<file path="config.mk">
export PLATFORM = sky130hd
export DESIGN_NAME = pll_unlock_monitor
export DESIGN_NICKNAME = d
export VERILOG_FILES = /design/src/rtl/pll_unlock_pkg.sv /design/src/rtl/pll_unlock_datapath.sv /design/src/rtl/pll_unlock_control.sv /design/src/rtl/pll_unlock_monitor.sv
export SDC_FILE = /design/constraint.sdc
export NUM_CORES = 1
export LEC_CHECK = 0
export BUFFER_PORTS_ARGS = -buffer_cell sky130_fd_sc_hd__buf_4
export CAP_MARGIN = 20
export CORE_MARGIN = 2
export CORE_UTILIZATION = 50
export DETAILED_ROUTE_END_ITERATION = 8
export PLACE_DENSITY = 0.73
export SLEW_MARGIN = 20
export SYNTH_ARGS = -nofsm -noshare
export SYNTH_HDL_FRONTEND = slang
export SYNTH_SLANG_ARGS = --single-unit
</file>
<file path="constraint.sdc">
create_clock -name clk -period 2 [get_ports clk]
set_input_delay 0.2 -clock clk [delete_from_list [all_inputs] [get_ports clk]]
set_output_delay 0.2 -clock clk [all_outputs]
set_load 0.02 [all_outputs]
</file>
<file path="src/rtl/pll_unlock_pkg.sv">
package pll_unlock_pkg;

  // Strobes from control to datapath
  typedef struct packed {
    logic measureEn;  // width measurement active (tolerance codes 1x)
    logic longThr;    // select the one-microsecond threshold
    logic holdClear;  // drop any running hold
  } ulStrobe_t;

  typedef enum logic [1:0] {
    SRC_UNLOCK = 2'd0,
    SRC_DONE   = 2'd1,
    SRC_INPUT  = 2'd2,
    SRC_FLOAT  = 2'd3
  } pinSrc_e;

  function automatic pinSrc_e decodePinSel(input logic [2:0] sel);
    pinSrc_e src;
    casez (sel)
      3'b000:  src = SRC_UNLOCK;
      3'b?10:  src = SRC_DONE;
      3'b?11:  src = SRC_INPUT;
      default: src = SRC_FLOAT;  // 100 open, x01 reserved
    endcase
    return src;
  endfunction

endpackage

</file>
<file path="src/rtl/pll_unlock_datapath.sv">
module pll_unlock_datapath
  import pll_unlock_pkg::*;
#(
  parameter int CLK_HZ      = 8_000_000,
  parameter int STRETCH_US  = 2000,
  parameter int SYNC_STAGES = 2
) (
  input  logic      clk,
  input  logic      rst_n,
  input  logic      phaseErr,
  input  ulStrobe_t strobe,
  output logic      phSync,
  output logic      holdActive
);

  localparam int CYC_PER_US = CLK_HZ / 1_000_000;
  localparam int THR_SHORT  = CLK_HZ / 2_000_000;
  localparam int THR_LONG   = CYC_PER_US;
  localparam int HOLD_CYC   = CYC_PER_US * STRETCH_US;
  localparam int WID_W      = $clog2(THR_LONG + 1);
  localparam int HOLD_W     = $clog2(HOLD_CYC + 1);

  // Input synchroniser chain
  logic [SYNC_STAGES-1:0] syncQ;

  for (genvar i = 0; i < SYNC_STAGES; i++) begin : g_sync
    if (i == 0) begin : g_first
      always_ff @(posedge clk) begin
        if (!rst_n) syncQ[0] <= 1'b0;
        else        syncQ[0] <= phaseErr;
      end
    end else begin : g_next
      always_ff @(posedge clk) begin
        if (!rst_n) syncQ[i] <= 1'b0;
        else        syncQ[i] <= syncQ[i-1];
      end
    end
  end

  assign phSync = syncQ[SYNC_STAGES-1];

  // Pulse width counter, saturating at the longest threshold
  logic [WID_W-1:0] widthCnt;
  logic [WID_W-1:0] thrCycles;
  logic             overTol;

  assign thrCycles = strobe.longThr ? WID_W'(THR_LONG) : WID_W'(THR_SHORT);

  always_ff @(posedge clk) begin
    if (!rst_n) begin
      widthCnt <= '0;
    end else if (phSync && strobe.measureEn) begin
      if (widthCnt != WID_W'(THR_LONG)) widthCnt <= widthCnt + 1'b1;
    end else begin
      widthCnt <= '0;
    end
  end

  assign overTol = strobe.measureEn && phSync && (widthCnt >= thrCycles);

  // Hold stretcher, reloaded by every over-tolerance cycle
  logic [HOLD_W-1:0] holdCnt;

  always_ff @(posedge clk) begin
    if (!rst_n) begin
      holdCnt <= '0;
    end else if (strobe.holdClear) begin
      holdCnt <= '0;
    end else if (overTol) begin
      holdCnt <= HOLD_W'(HOLD_CYC);
    end else if (holdCnt != '0) begin
      holdCnt <= holdCnt - 1'b1;
    end
  end

  assign holdActive = (holdCnt != '0);

  // counter never passes the largest threshold
  p_width_cap_r5: assert property (@(posedge clk) disable iff (!rst_n)
    widthCnt <= WID_W'(THR_LONG));

  // an over-tolerance cycle needs the error to have been high before
  p_event_needs_width_r4: assert property (@(posedge clk) disable iff (!rst_n)
    overTol |-> $past(phSync));

  // an over-tolerance cycle leads to an active hold
  p_hold_follows_r6: assert property (@(posedge clk) disable iff (!rst_n)
    overTol |=> holdActive);

  // clearing the hold empties it
  p_hold_clear_r2: assert property (@(posedge clk) disable iff (!rst_n)
    strobe.holdClear |=> !holdActive);

endmodule

</file>
<file path="src/rtl/pll_unlock_control.sv">
module pll_unlock_control
  import pll_unlock_pkg::*;
(
  input  logic       clk,
  input  logic       rst_n,
  input  logic [1:0] tolSel,
  input  logic [2:0] pinSel,
  input  logic [1:0] pumpSel,
  input  logic       cntDone,
  input  logic       cntIn,
  input  logic       phSync,
  input  logic       holdActive,
  output ulStrobe_t  strobe,
  output logic       pinPullLow,
  output logic       auxPumpEn
);

  // Strobes toward the datapath
  always_comb begin
    strobe.measureEn = tolSel[1];
    strobe.longThr   = tolSel[0];
    strobe.holdClear = ~tolSel[1];
  end

  // Lock-loss indication by tolerance mode
  logic unlockInd;

  always_comb begin
    case (tolSel)
      2'b00:   unlockInd = 1'b0;
      2'b01:   unlockInd = phSync;
      default: unlockInd = holdActive;
    endcase
  end

  // Status pin source
  pinSrc_e pinSrc;
  logic    pullNext;

  assign pinSrc = decodePinSel(pinSel);

  always_comb begin
    case (pinSrc)
      SRC_UNLOCK: pullNext = unlockInd;
      SRC_DONE:   pullNext = ~cntDone;
      SRC_INPUT:  pullNext = ~cntIn;
      default:    pullNext = 1'b0;
    endcase
  end

  // Auxiliary pump enable
  logic pumpNext;

  always_comb begin
    case (pumpSel)
      2'b10:   pumpNext = unlockInd;
      2'b11:   pumpNext = 1'b1;
      default: pumpNext = 1'b0;
    endcase
  end

  always_ff @(posedge clk) begin
    if (!rst_n) begin
      pinPullLow <= 1'b0;
      auxPumpEn  <= 1'b0;
    end else begin
      pinPullLow <= pullNext;
      auxPumpEn  <= pumpNext;
    end
  end

  // detection off leaves the pin released on select 000
  p_off_release_r2: assert property (@(posedge clk) disable iff (!rst_n)
    (tolSel == 2'b00 && pinSel == 3'b000) |=> !pinPullLow);

  // reserved and open selects never pull the pin
  p_reserved_float_r8: assert property (@(posedge clk) disable iff (!rst_n)
    (pinSel[1:0] == 2'b01 || pinSel == 3'b100) |=> !pinPullLow);

  // pump high impedance when code MSB is 0
  p_pump_hiz_r9: assert property (@(posedge clk) disable iff (!rst_n)
    !pumpSel[1] |=> !auxPumpEn);

  // pump always on with code 11
  p_pump_cont_r9: assert property (@(posedge clk) disable iff (!rst_n)
    (pumpSel == 2'b11) |=> auxPumpEn);

  // raw mode follows the synchronised error on select 000
  p_raw_follow_r3: assert property (@(posedge clk) disable iff (!rst_n)
    (tolSel == 2'b01 && pinSel == 3'b000 && phSync) |=> pinPullLow);

endmodule

</file>
<file path="src/rtl/pll_unlock_monitor.sv">
module pll_unlock_monitor
  import pll_unlock_pkg::*;
#(
  parameter int CLK_HZ      = 8_000_000,
  parameter int STRETCH_US  = 2000,
  parameter int SYNC_STAGES = 2
) (
  input  logic       clk,
  input  logic       rst_n,
  input  logic       phaseErr,
  input  logic [1:0] tolSel,
  input  logic [2:0] pinSel,
  input  logic [1:0] pumpSel,
  input  logic       cntDone,
  input  logic       cntIn,
  output logic       pinPullLow,
  output logic       auxPumpEn
);

  ulStrobe_t strobe;
  logic      phSync;
  logic      holdActive;

  pll_unlock_control u_ctrl (
    .clk        (clk),
    .rst_n      (rst_n),
    .tolSel     (tolSel),
    .pinSel     (pinSel),
    .pumpSel    (pumpSel),
    .cntDone    (cntDone),
    .cntIn      (cntIn),
    .phSync     (phSync),
    .holdActive (holdActive),
    .strobe     (strobe),
    .pinPullLow (pinPullLow),
    .auxPumpEn  (auxPumpEn)
  );

  pll_unlock_datapath #(
    .CLK_HZ      (CLK_HZ),
    .STRETCH_US  (STRETCH_US),
    .SYNC_STAGES (SYNC_STAGES)
  ) u_dp (
    .clk        (clk),
    .rst_n      (rst_n),
    .phaseErr   (phaseErr),
    .strobe     (strobe),
    .phSync     (phSync),
    .holdActive (holdActive)
  );

endmodule

</file>
# [Word-level counts from Yosys, hierarchy flattened]
# Index checks and enable logic that the tools add are counted.
[word_totals] register_bits=22 latchBits=0 ram_bits=0 romBits=0 wordCells=39 mem_count=0
[op_classes] add_sub_neg=2 multipliers=0 div=0 magnitude_cmp=1 n_eq_ne=8 shift=0 mux=7 bitwise=4 n_reduce_logical=10
[op_table] op="14-bit two-way mux" n=2
[op_table] op="14-bit nonzero test" n=1
[op_table] op="14-bit by 1-bit subtractor with 14-bit output (second input constant)" n=1
[op_table] op="2-bit equality test (second input constant)" n=5
[op_table] op="2-bit case mux with 3 select lines" n=1
[op_table] op="4-bit by 1-bit adder with 4-bit output (second input constant)" n=1
[op_table] op="2-bit by 1-bit equality test with 1-bit output (second input constant)" n=2
[op_table] op="4-bit greater-or-equal comparator" n=1
[op_table] op="2-bit logical NOT" n=2
[op_table] op="4-bit two-way mux" n=1
[op_table] op="4-bit inequality test (second input constant)" n=1
[op_table] op="1-bit NOT" n=4
[op_table] op="1-bit case mux with 2 select lines" n=2
[op_table] op="2-bit AND reduction" n=2
[op_table] op="3-bit logical NOT" n=1
[op_table] op="1-bit case mux with 3 select lines" n=1
[op_table] op="3-bit OR reduction" n=1
[op_table] op="1-bit logical AND" n=2
[op_table] op="2-bit nonzero test" n=1

# [Longest topological paths before layout]
# Gate-level depths: netlist (run 1).
[depth] depth_word=4 ltp_mapped=7 mapped_depth_nobuf=6

# [Cells and area by module]
# Synthesis (run 1) repeated with hierarchy kept, for this count alone.
[hier_totals] cells_unflattened=126 area_unflattened_um2=1129.8
[by_module_without_submodules] mod="pll_unlock_datapath" n_inst=1 cells_per_inst=114 area_each_um2=1019.7
[by_module_without_submodules] mod="pll_unlock_control" n_inst=1 cells_per_inst=12 area_each_um2=110.1

# [Least setup slack after synthesis (run 1)]
# Ideal clock, no wire load.
[synth_timing] path_kind="register to register" startpoint="register u_dp.holdCnt[0]" endpoint="register u_dp.holdCnt[6]" setup_ns=0.073 arrival_time_ns=1.857 required_time_ns=1.927 setup_slack_ns=0.070 stages_incl_launch_ff=6 path_buffers=0 synth_period_minus_slack_ns=1.930 path_cell_list="dfxtp_1 -> inv_1 -> ha_1 -> or4b_1 -> or4_2 -> a21oi_1"
[synth_between] elab_chain_len=1 elab_cells_between_ends=2 cone_classes="add/sub: 1; reduce/logical: 1"
[synth_rtl] item="from (decl)" line_no="pll_unlock_datapath.sv:62" source="logic [HOLD_W-1:0] holdCnt;"
[synth_rtl] item="from (signal assigned)" line_no="pll_unlock_datapath.sv:70" source="holdCnt <= HOLD_W'(HOLD_CYC);"
[synth_rtl] item="from (signal assigned)" line_no="pll_unlock_datapath.sv:72" source="holdCnt <= holdCnt - 1'b1;"
[synth_rtl] item="14-bit by 1-bit subtractor with 14-bit output or 14-bit nonzero test (tied branches)" line_no="pll_unlock_datapath.sv:72, pll_unlock_datapath.sv:71"
# Parallel ways exist; a longest one is shown, timed or not.
# A chain may end at the register's enable or synchronous reset.

# [Worst setup path in the final report (run 1)]
[layout_timing] startpoint="register u_dp.holdCnt[5]" endpoint="register u_dp.holdCnt[11]"
[layout_between] elab_chain_len=3 elab_cells_between_ends=5 cone_classes="add/sub: 1; mux: 2; reduce/logical: 2"
[layout_rtl] item="14-bit by 1-bit subtractor with 14-bit output" line_no="pll_unlock_datapath.sv:72"
[layout_rtl] item="14-bit two-way mux" line_no="pll_unlock_datapath.sv:71" source="end else if (holdCnt != '0) begin"
[layout_rtl] item="14-bit two-way mux" line_no="pll_unlock_datapath.sv:69" source="end else if (overTol) begin"
# Parallel ways exist; a longest one is shown, timed or not. The select of a mux whose other input is x is not followed.

==> reports/summary.json, run 1 <==
{
  "outcome": {"value": "finished, final reports clean"},
  "core_rows": {"value": 17},
  "max_clock_freq": {"value": 514.7, "unit": "MHz"},
  "io_buffers": {"value": 13},
  "die_width": {"value": 51.22, "unit": "microns"},
  "grt_setup_unrepaired": {"value": "yes"},
  "layout-drive-gt1-share": {"value": 0.2800},
  "worstReg2RegEnd": {"value": "u_dp.holdCnt[11]"},
  "finalWorstPathRequiredPeriod": {"value": 1.943, "unit": "ns"},
  "grt_antenna_before_repair": {"value": 0},
  "fin_cells": {"value": 178},
  "place_hpwl": {"value": 1699, "unit": "microns"},
  "ctsLongestPathBuffers": {"value": 2},
  "cts.sink_count": {"value": 22},
  "max_stage_delay": {"value": 0.51, "unit": "ns"},
  "critPathArrivalTime": {"value": 2.19, "unit": "ns"},
  "route.detailed.wl_per_inst": {"value": 12.79, "unit": "microns"},
  "worst_r2r_path_depth": {"value": 4},
  "routed_wl": {"value": 2276, "unit": "microns"},
  "cp_slowest_cell": {"value": "sky130_fd_sc_hd__or4_4"},
  "postCtsHoldBufs": {"value": 0},
  "finalMaxSlewViolations": {"value": 0},
  "pwr_density_cell": {"value": 1852, "unit": "nW/um^2"},
  "synth_seq_area_share": {"value": 0.3951},
  "p_total": {"value": 2.518, "unit": "mW"},
  "route.detailed.drc": {"value": 0},
  "critical_path.max_fanout": {"value": 7},
  "ir_worst_vdd": {"value": 1286, "unit": "uV"},
  "synth.net_count": {"value": 146},
  "max_slew_margin": {"value": 0.6949},
  "synth-seq-cells": {"value": 22},
  "cts_tree": {"value": "built"},
  "r2r-start": {"value": "u_dp.holdCnt[5]"},
  "num_io_pins": {"value": 14},
  "holdCritPathClass": {"value": "in2reg"},
  "gp_routability_congestion": {"value": 0.7082},
  "insertion_delay": {"value": 0.31, "unit": "ns"},
  "via_count_of_the_first_global_routing_pass": {"value": 930},
  "detailedRoute.firstIterationViolations": {"value": 16},
  "fp.dieArea": {"value": 2623, "unit": "sq um"},
  "placeableCoreArea": {"value": 2170, "unit": "sq um"},
  "worst-r2r-setup-slack": {"value": 0.06, "unit": "ns"},
  "hp_start": {"value": "phaseErr"},
  "max_slew.worst_pin.slew": {"value": 0.4541, "unit": "ns"},
  "number_of_endpoints_failing_setup_at_the_final_stage": {"value": 0},
  "floorplan.initialDensity": {"value": 0.5138},
  "critical_path.cell_chain": {"value": "or3_4, or4_4, or4_1, a31oi_1"},
  "final-hold-violation-count": {"value": 0},
  "skew": {"value": 0.01184, "unit": "ns"},
  "grt_util_all_layers": {"value": 0.1912},
  "finalSetupTns": {"value": 0, "unit": "ns"},
  "synth.avg_cell_area": {"value": 8.642, "unit": "sq um"},
  "die_height": {"value": 51.22, "unit": "microns"},
  "root_buffer": {"value": "sky130_fd_sc_hd__clkbuf_4"},
  "synth.yosys.warnings": {"value": 0},
  "final_core_utilization": {"value": 0.6269},
  "cts-htree-levels": {"value": 1},
  "leakagePower": {"value": 0.5547, "unit": "nW"},
  "num_vias": {"value": 1005},
  "yosys_cell_types": {"value": 38},
  "global_route_wire_length_before_repair": {"value": 3850, "unit": "microns"},
  "cp_data_required_time": {"value": 2.24, "unit": "ns"},
  "syn_to_final_growth": {"value": 22.00, "unit": "%"},
  "period_share": {"value": 0.9714},
  "ys_async_sr_fraction": {"value": 0},
  "cts.clk_slew.worst_paths": {"value": 0.13, "unit": "ns"},
  "number_of_flops_mapped_to_enable_cells_by_yosys": {"value": 0},
  "drtPass1Iterations": {"value": 4},
  "worst-setup-path-type": {"value": "reg2reg"},
  "grt_start_max_net_pins": {"value": 14},
  "tritoncts.num_buffers": {"value": 3},
  "min_to": {"value": "u_dp.syncQ[0]"},
  "final_nets": {"value": 168},
  "final_antenna_net_count": {"value": 0},
  "critical_path.endpoint_type": {"value": "flop"},
  "max_cap_viol_count": {"value": 0},
  "synthFlopType": {"value": "sky130_fd_sc_hd__dfxtp_1"},
  "cell_depth_of_the_worst_min_delay_path": {"value": 2},
  "worstSetupStartpoint": {"value": "u_dp.holdCnt[5]"},
  "drt-vias-per-instance": {"value": 5.646},
  "num_antenna_cells": {"value": 0},
  "worstSetupStartpointType": {"value": "flop"},
  "synth.cell_area": {"value": 1115, "unit": "sq um"},
  "placed_cells": {"value": 173},
  "syn_inst": {"value": 129},
  "grt-ovfl-total": {"value": 0}
}
synth_stat cells (2+ instances only):
cell | instances | share of area
sky130_fd_sc_hd__dfxtp_1 | 22 | 0.40
sky130_fd_sc_hd__o21ai_0 | 12 | 0.054
sky130_fd_sc_hd__inv_1 | 11 | 0.037
sky130_fd_sc_hd__a21oi_1 | 9 | 0.040
sky130_fd_sc_hd__nor2_1 | 9 | 0.030
sky130_fd_sc_hd__a31oi_1 | 6 | 0.034
sky130_fd_sc_hd__nand2_1 | 6 | 0.020
sky130_fd_sc_hd__or2_2 | 6 | 0.034
sky130_fd_sc_hd__or3_1 | 6 | 0.034
sky130_fd_sc_hd__ha_1 | 5 | 0.056
sky130_fd_sc_hd__or4_1 | 4 | 0.027
sky130_fd_sc_hd__nand3_1 | 3 | 0.013
sky130_fd_sc_hd__a31o_2 | 2 | 0.016
sky130_fd_sc_hd__and2_1 | 2 | 0.011
sky130_fd_sc_hd__nor3_1 | 2 | 0.0090
sky130_fd_sc_hd__xnor2_1 | 2 | 0.016
area by class of cell:
cell class	instances	area [sq um]
Clock inverter	1	30.03
Fill cell	198	809.5
Tap cell	28	35.03
Timing Repair Buffer	18	135.1
Clock buffer	3	22.52
Sequential cell	22	445.4
Multi-Input combinational cell	95	650.6
Inverter	11	41.29
how the worst max path moves through the flow:
| stage | end | slack [ns] | cells after the start |
|---|---|---|---|
| 2_1_floorplan | u_dp.holdCnt[6] | 0.07 | 5 |
| 3_3_place_gp | u_dp.holdCnt[13] | 0.12 | 4 |
| 3_5_place_dp | u_dp.holdCnt[13] | 0.07 | 4 |
| 4_1_cts | u_dp.holdCnt[13] | 0.02 | 4 |
| 5_1_grt | u_dp.holdCnt[11] | 0.00009 | 4 |
| 6_report | u_dp.holdCnt[11] | 0.06 | 4 |
power breakdown:
| group | switching (mW) | internal [mW] |
|---|---|---|
| sequential | 0.112 | 0.561 |
| combinational | 0.758 | 0.745 |
| clock | 0.140 | 0.203 |
| total | 1.01 | 1.51 |
per-layer routing:
metal  track usage  up-vias  routed length (microns)
met4       0.09211        0                       34
met3       0.02632        4                       24
met2        0.3268        5                     1151
met5             0        -                        0
li1              -      517                        -
met1        0.2358      479                     1066
registers in the layout, indices dropped and copies added (netlist names):
| register | cells |
|---|---|
| u_dp.holdCnt | 14 |
| u_dp.widthCnt | 4 |
| u_ctrl.auxPumpEn | 1 |
| u_ctrl.pinPullLow | 1 |
| u_dp.phSync | 1 |
| u_dp.syncQ | 1 |
metrics by stage:
step,instance area (sq um),hold slack (ns),setup slack (ns)
finish,1360,0.08145,0.05728
global route,1360,0.09497,0.00008749
CTS,1326,0.07170,0.02056
detailed placement,1274,0.4142,0.06513
global placement,1274,0.4116,0.1171
floorplan,1115,0.3217,0.07021
kinds of logic after synthesis:
group / Yosys count / share of synthesized area
compound gates: 35 / 0.1886
xor+xnor: 3 / 0.02357
fa+ha+maj: 5 / 0.05612
buf+inv: 12 / 0.04040
flops: 22 / 0.3951
mux: 1 / 0.01010
simple gates: 51 / 0.2862
layout by cell type (no fill, tap or decap), types with 2 or more instances in the layout:
master                      n
sky130_fd_sc_hd__nor2_1     9
sky130_fd_sc_hd__buf_4     18
sky130_fd_sc_hd__or3_1      6
sky130_fd_sc_hd__o21ai_0   12
sky130_fd_sc_hd__and2_1     2
sky130_fd_sc_hd__xnor2_1    2
sky130_fd_sc_hd__clkbuf_4   3
sky130_fd_sc_hd__nand2_1    6
sky130_fd_sc_hd__nand3_1    3
sky130_fd_sc_hd__dfxtp_1   20
sky130_fd_sc_hd__or4_1      4
sky130_fd_sc_hd__ha_1       5
sky130_fd_sc_hd__a21oi_1    8
sky130_fd_sc_hd__or2_2      6
sky130_fd_sc_hd__inv_1     11
sky130_fd_sc_hd__a31o_2     2
sky130_fd_sc_hd__a31oi_1    6
worst max-delay path, delay by kind of cell (launching register included):
family | cells | cell delay, ns
simple gates | 3 | 1.33
flops | 1 | 0.38
compound gates | 1 | 0.16
repair_timing:
| action | 4_1_cts | 5_1_grt |
|---|---|---|
| buffers inserted | 0 | 1 |
| setup endpoints to repair | 0 | 10 |
| hold endpoints to repair | 0 | 0 |
| resized for setup | 0 | 7 |
No activity file was read; power rests on OpenSTA's default activity.
==> inputs of run 2 (changes only) <==
==> constraint.sdc (replaced) <==
create_clock -name clk -period 1.7 [get_ports clk]
set_input_delay 0.17 -clock clk [delete_from_list [all_inputs] [get_ports clk]]
set_output_delay 0.17 -clock clk [all_outputs]
set_load 0.02 [all_outputs]
==> reports/summary.json, run 2 (same netlist as run 1, synthesis figures left out) <==
{
  "gp_routability_congestion": {"value": 0.7753, "change": "was 0.7082"},
  "via_count_of_the_first_global_routing_pass": {"value": 1079, "change": "was 930"},
  "post-place-ws": {"value": -0.1540, "unit": "ns", "change": "was 0.06513 ns"},
  "final_antenna_net_count": {"value": 0, "change": "unchanged"},
  "worstSetupStartpointType": {"value": "flop", "change": "unchanged"},
  "fin_worst_hold_slack": {"value": 0.05440, "unit": "ns", "change": "was 0.08145 ns"},
  "outcome": {"value": "complete, but fails checks", "change": "was finished, final reports clean"},
  "top_library_cells_by_usage_in_the_layout_fill_and_taps_aside": {"value": "sky130_fd_sc_hd__buf_4 (32), sky130_fd_sc_hd__dfxtp_1 (18), sky130_fd_sc_hd__inv_1 (9), sky130_fd_sc_hd__nor2_1 (9), sky130_fd_sc_hd__o21ai_0 (9)", "change": "was sky130_fd_sc_hd__dfxtp_1 (20), sky130_fd_sc_hd__buf_4 (18), sky130_fd_sc_hd__o21ai_0 (12), sky130_fd_sc_hd__inv_1 (11), sky130_fd_sc_hd__nor2_1 (9)"},
  "cell_depth_of_the_worst_min_delay_path": {"value": 2, "change": "unchanged"},
  "place_hpwl": {"value": 1901, "unit": "microns", "change": "was 1699 microns"},
  "critical_path.max_fanout": {"value": 4, "change": "was 7"},
  "p_total": {"value": 3.708, "unit": "mW", "change": "was 2.518 mW"},
  "number_of_endpoints_failing_setup_at_the_final_stage": {"value": 9, "change": "was 0"},
  "num_vias": {"value": 1078, "change": "was 1005"},
  "layout-drive-gt1-share": {"value": 0.4157, "change": "was 0.2800"},
  "route.detailed.drc": {"value": 0, "change": "unchanged"},
  "grt-ovfl-total": {"value": 0, "change": "unchanged"},
  "floorplan.initialDensity": {"value": 0.5138, "change": "unchanged"},
  "routed_wl": {"value": 2598, "unit": "microns", "change": "was 2276 microns"},
  "grt_setup_unrepaired": {"value": "yes", "change": "unchanged"},
  "syn_to_final_growth": {"value": 38.61, "unit": "%", "change": "was 22.00%"},
  "holdCritPathClass": {"value": "in2reg", "change": "unchanged"},
  "route.detailed.wl_per_inst": {"value": 13.39, "unit": "microns", "change": "was 12.79 microns"},
  "leakagePower": {"value": 0.6472, "unit": "nW", "change": "was 0.5547 nW"},
  "worst_r2r_path_depth": {"value": 4, "change": "unchanged"},
  "core_rows": {"value": 17, "change": "unchanged"},
  "final_nets": {"value": 184, "change": "was 168"},
  "cts-htree-levels": {"value": 1, "change": "unchanged"},
  "num_antenna_cells": {"value": 0, "change": "unchanged"},
  "finalWorstPathRequiredPeriod": {"value": 1.830, "unit": "ns", "change": "was 1.943 ns"},
  "biggestRegsByFlops": {"value": "u_dp.holdCnt: 14 flops, u_dp.widthCnt: 4 flops", "change": "unchanged"},
  "root_buffer": {"value": "sky130_fd_sc_hd__clkbuf_4", "change": "unchanged"},
  "cp_data_required_time": {"value": 1.94, "unit": "ns", "change": "was 2.24 ns"},
  "skew": {"value": 0.01033, "unit": "ns", "change": "was 0.01184 ns"},
  "global_route_wire_length_before_repair": {"value": 4264, "unit": "microns", "change": "was 3850 microns"},
  "max_slew.worst_pin.slew": {"value": 0.3745, "unit": "ns", "change": "was 0.4541 ns"},
  "final-hold-violation-count": {"value": 0, "change": "unchanged"},
  "placeableCoreArea": {"value": 2170, "unit": "sq um", "change": "unchanged"},
  "cts.clk_slew.worst_paths": {"value": 0.14, "unit": "ns", "change": "was 0.13 ns"},
  "fp.dieArea": {"value": 2623, "unit": "sq um", "change": "unchanged"},
  "ir_worst_vdd": {"value": 1769, "unit": "uV", "change": "was 1286 uV"},
  "drtPass1Iterations": {"value": 4, "change": "unchanged"},
  "cts.sink_count": {"value": 22, "change": "unchanged"},
  "final_common_cell": {"value": "sky130_fd_sc_hd__buf_4", "change": "was sky130_fd_sc_hd__dfxtp_1"},
  "cts_tree": {"value": "built", "change": "unchanged"},
  "max_slew_margin": {"value": 0.7496, "change": "was 0.6949"},
  "worst-setup-path-type": {"value": "reg2reg", "change": "unchanged"},
  "die_height": {"value": 51.22, "unit": "microns", "change": "unchanged"},
  "drt-vias-per-instance": {"value": 5.557, "change": "was 5.646"},
  "violations_in_the_final_reports": {"value": "setup timing"},
  "grt_start_max_net_pins": {"value": 14, "change": "unchanged"},
  "grt_util_all_layers": {"value": 0.2137, "change": "was 0.1912"},
  "largest_reg_flops": {"value": 14, "change": "unchanged"},
  "tritoncts.num_buffers": {"value": 3, "change": "unchanged"},
  "critical_path.endpoint_type": {"value": "flop", "change": "unchanged"},
  "insertion_delay": {"value": 0.32, "unit": "ns", "change": "was 0.31 ns"},
  "io_buffers": {"value": 13, "change": "unchanged"},
  "ctsLongestPathBuffers": {"value": 2, "change": "unchanged"},
  "registers.top_by_ff_count": {"value": "u_dp.holdCnt", "change": "unchanged"},
  "postCtsHoldBufs": {"value": 0, "change": "unchanged"},
  "critPathArrivalTime": {"value": 2.07, "unit": "ns", "change": "was 2.19 ns"},
  "pwr_density_cell": {"value": 2400, "unit": "nW/um^2", "change": "was 1852 nW/um^2"},
  "grt_antenna_before_repair": {"value": 0, "change": "unchanged"},
  "finalMaxSlewViolations": {"value": 0, "change": "unchanged"},
  "max_clock_freq": {"value": 546.3, "unit": "MHz", "change": "was 514.7 MHz"},
  "final_critical_path_setup_slack": {"value": -0.1303, "unit": "ns", "change": "was 0.05728 ns"},
  "max_cap_viol_count": {"value": 0, "change": "unchanged"},
  "period_share": {"value": 1.077, "change": "was 0.9714"},
  "detailedRoute.firstIterationViolations": {"value": 13, "change": "was 16"},
  "die_width": {"value": 51.22, "unit": "microns", "change": "unchanged"},
  "num_io_pins": {"value": 14, "change": "unchanged"},
  "finalSetupTns": {"value": -0.3821, "unit": "ns", "change": "was 0 ns"},
  "n_fill_cell": {"value": 185, "change": "was 198"}
}
-- run 2: cell count changes in the layout (fill, tap and decap cells not counted), sizes merged --
| cell | change |
|---|---|
| buf | +16 |
-- run 2: where the power goes --
| part | leakage (nW) | internal, mW | switching [mW] | total (mW) |
|---|---|---|---|---|
| Combinational | 0.438 | 1.45 | 1.08 | 2.52 |
| Sequential | 0.181 | 0.661 | 0.112 | 0.773 |
| Clock | 0.0279 | 0.238 | 0.173 | 0.412 |
| Total | 0.647 | 2.35 | 1.36 | 3.71 |
-- run 2: final cells by class --
class,instances,area [sq um],area share
multi-input cells,95,708.2,0.4583
inverters,11,41.29,0.02672
flip-flops and latches,22,445.4,0.2883
clock buffers,3,22.52,0.01457
repair buffers,34,262.8,0.1700
clock inverters,1,30.03,0.01943
well taps,28,35.03,0.02267
-- run 2: metrics by stage --
stage | utilization | area [sq um] | instances
3_5_place_dp | 0.6471 | 1404 | 188
5_1_grt | 0.7122 | 1545 | 194
6_report | 0.7122 | 1545 | 194
4_1_cts | 0.6990 | 1516 | 193
2_1_floorplan | - | 1132 | 129
3_3_place_gp | 0.6471 | 1404 | 188
-- run 2: per-layer routing --
| metal | routed length [microns] | global-route usage |
|---|---|---|
| met2 | 1407 | 0.3918 |
| met4 | 25 | 0.08333 |
| met3 | 31 | 0.02632 |
| met1 | 1133 | 0.2514 |
| met5 | 0 | 0 |
-- run 2: worst paths after layout --
check / from / end / slack (ns)
setup / recovery: u_dp.holdCnt[6] / u_dp.holdCnt[13] / -0.13
setup reg to reg: u_dp.holdCnt[6] / u_dp.holdCnt[13] / -0.13
hold reg to reg: u_dp.syncQ[0] / u_dp.phSync / 0.45
hold / removal: phaseErr / u_dp.syncQ[0] / 0.05
-- run 2: what timing repair did --
action,CTS,global route
setup buffers,1,1
endpoints found under the hold margin,0,0
gates resized for setup,12,8
pin swaps,9,4
endpoints found under the setup margin,11,14
-- run 2: critical path: stages (launching register included) --
cell                      delay [ns]
sky130_fd_sc_hd__dfxtp_2        0.35
sky130_fd_sc_hd__or3_4          0.36
sky130_fd_sc_hd__or4_4          0.49
sky130_fd_sc_hd__or4_1          0.40
sky130_fd_sc_hd__a31oi_1        0.15
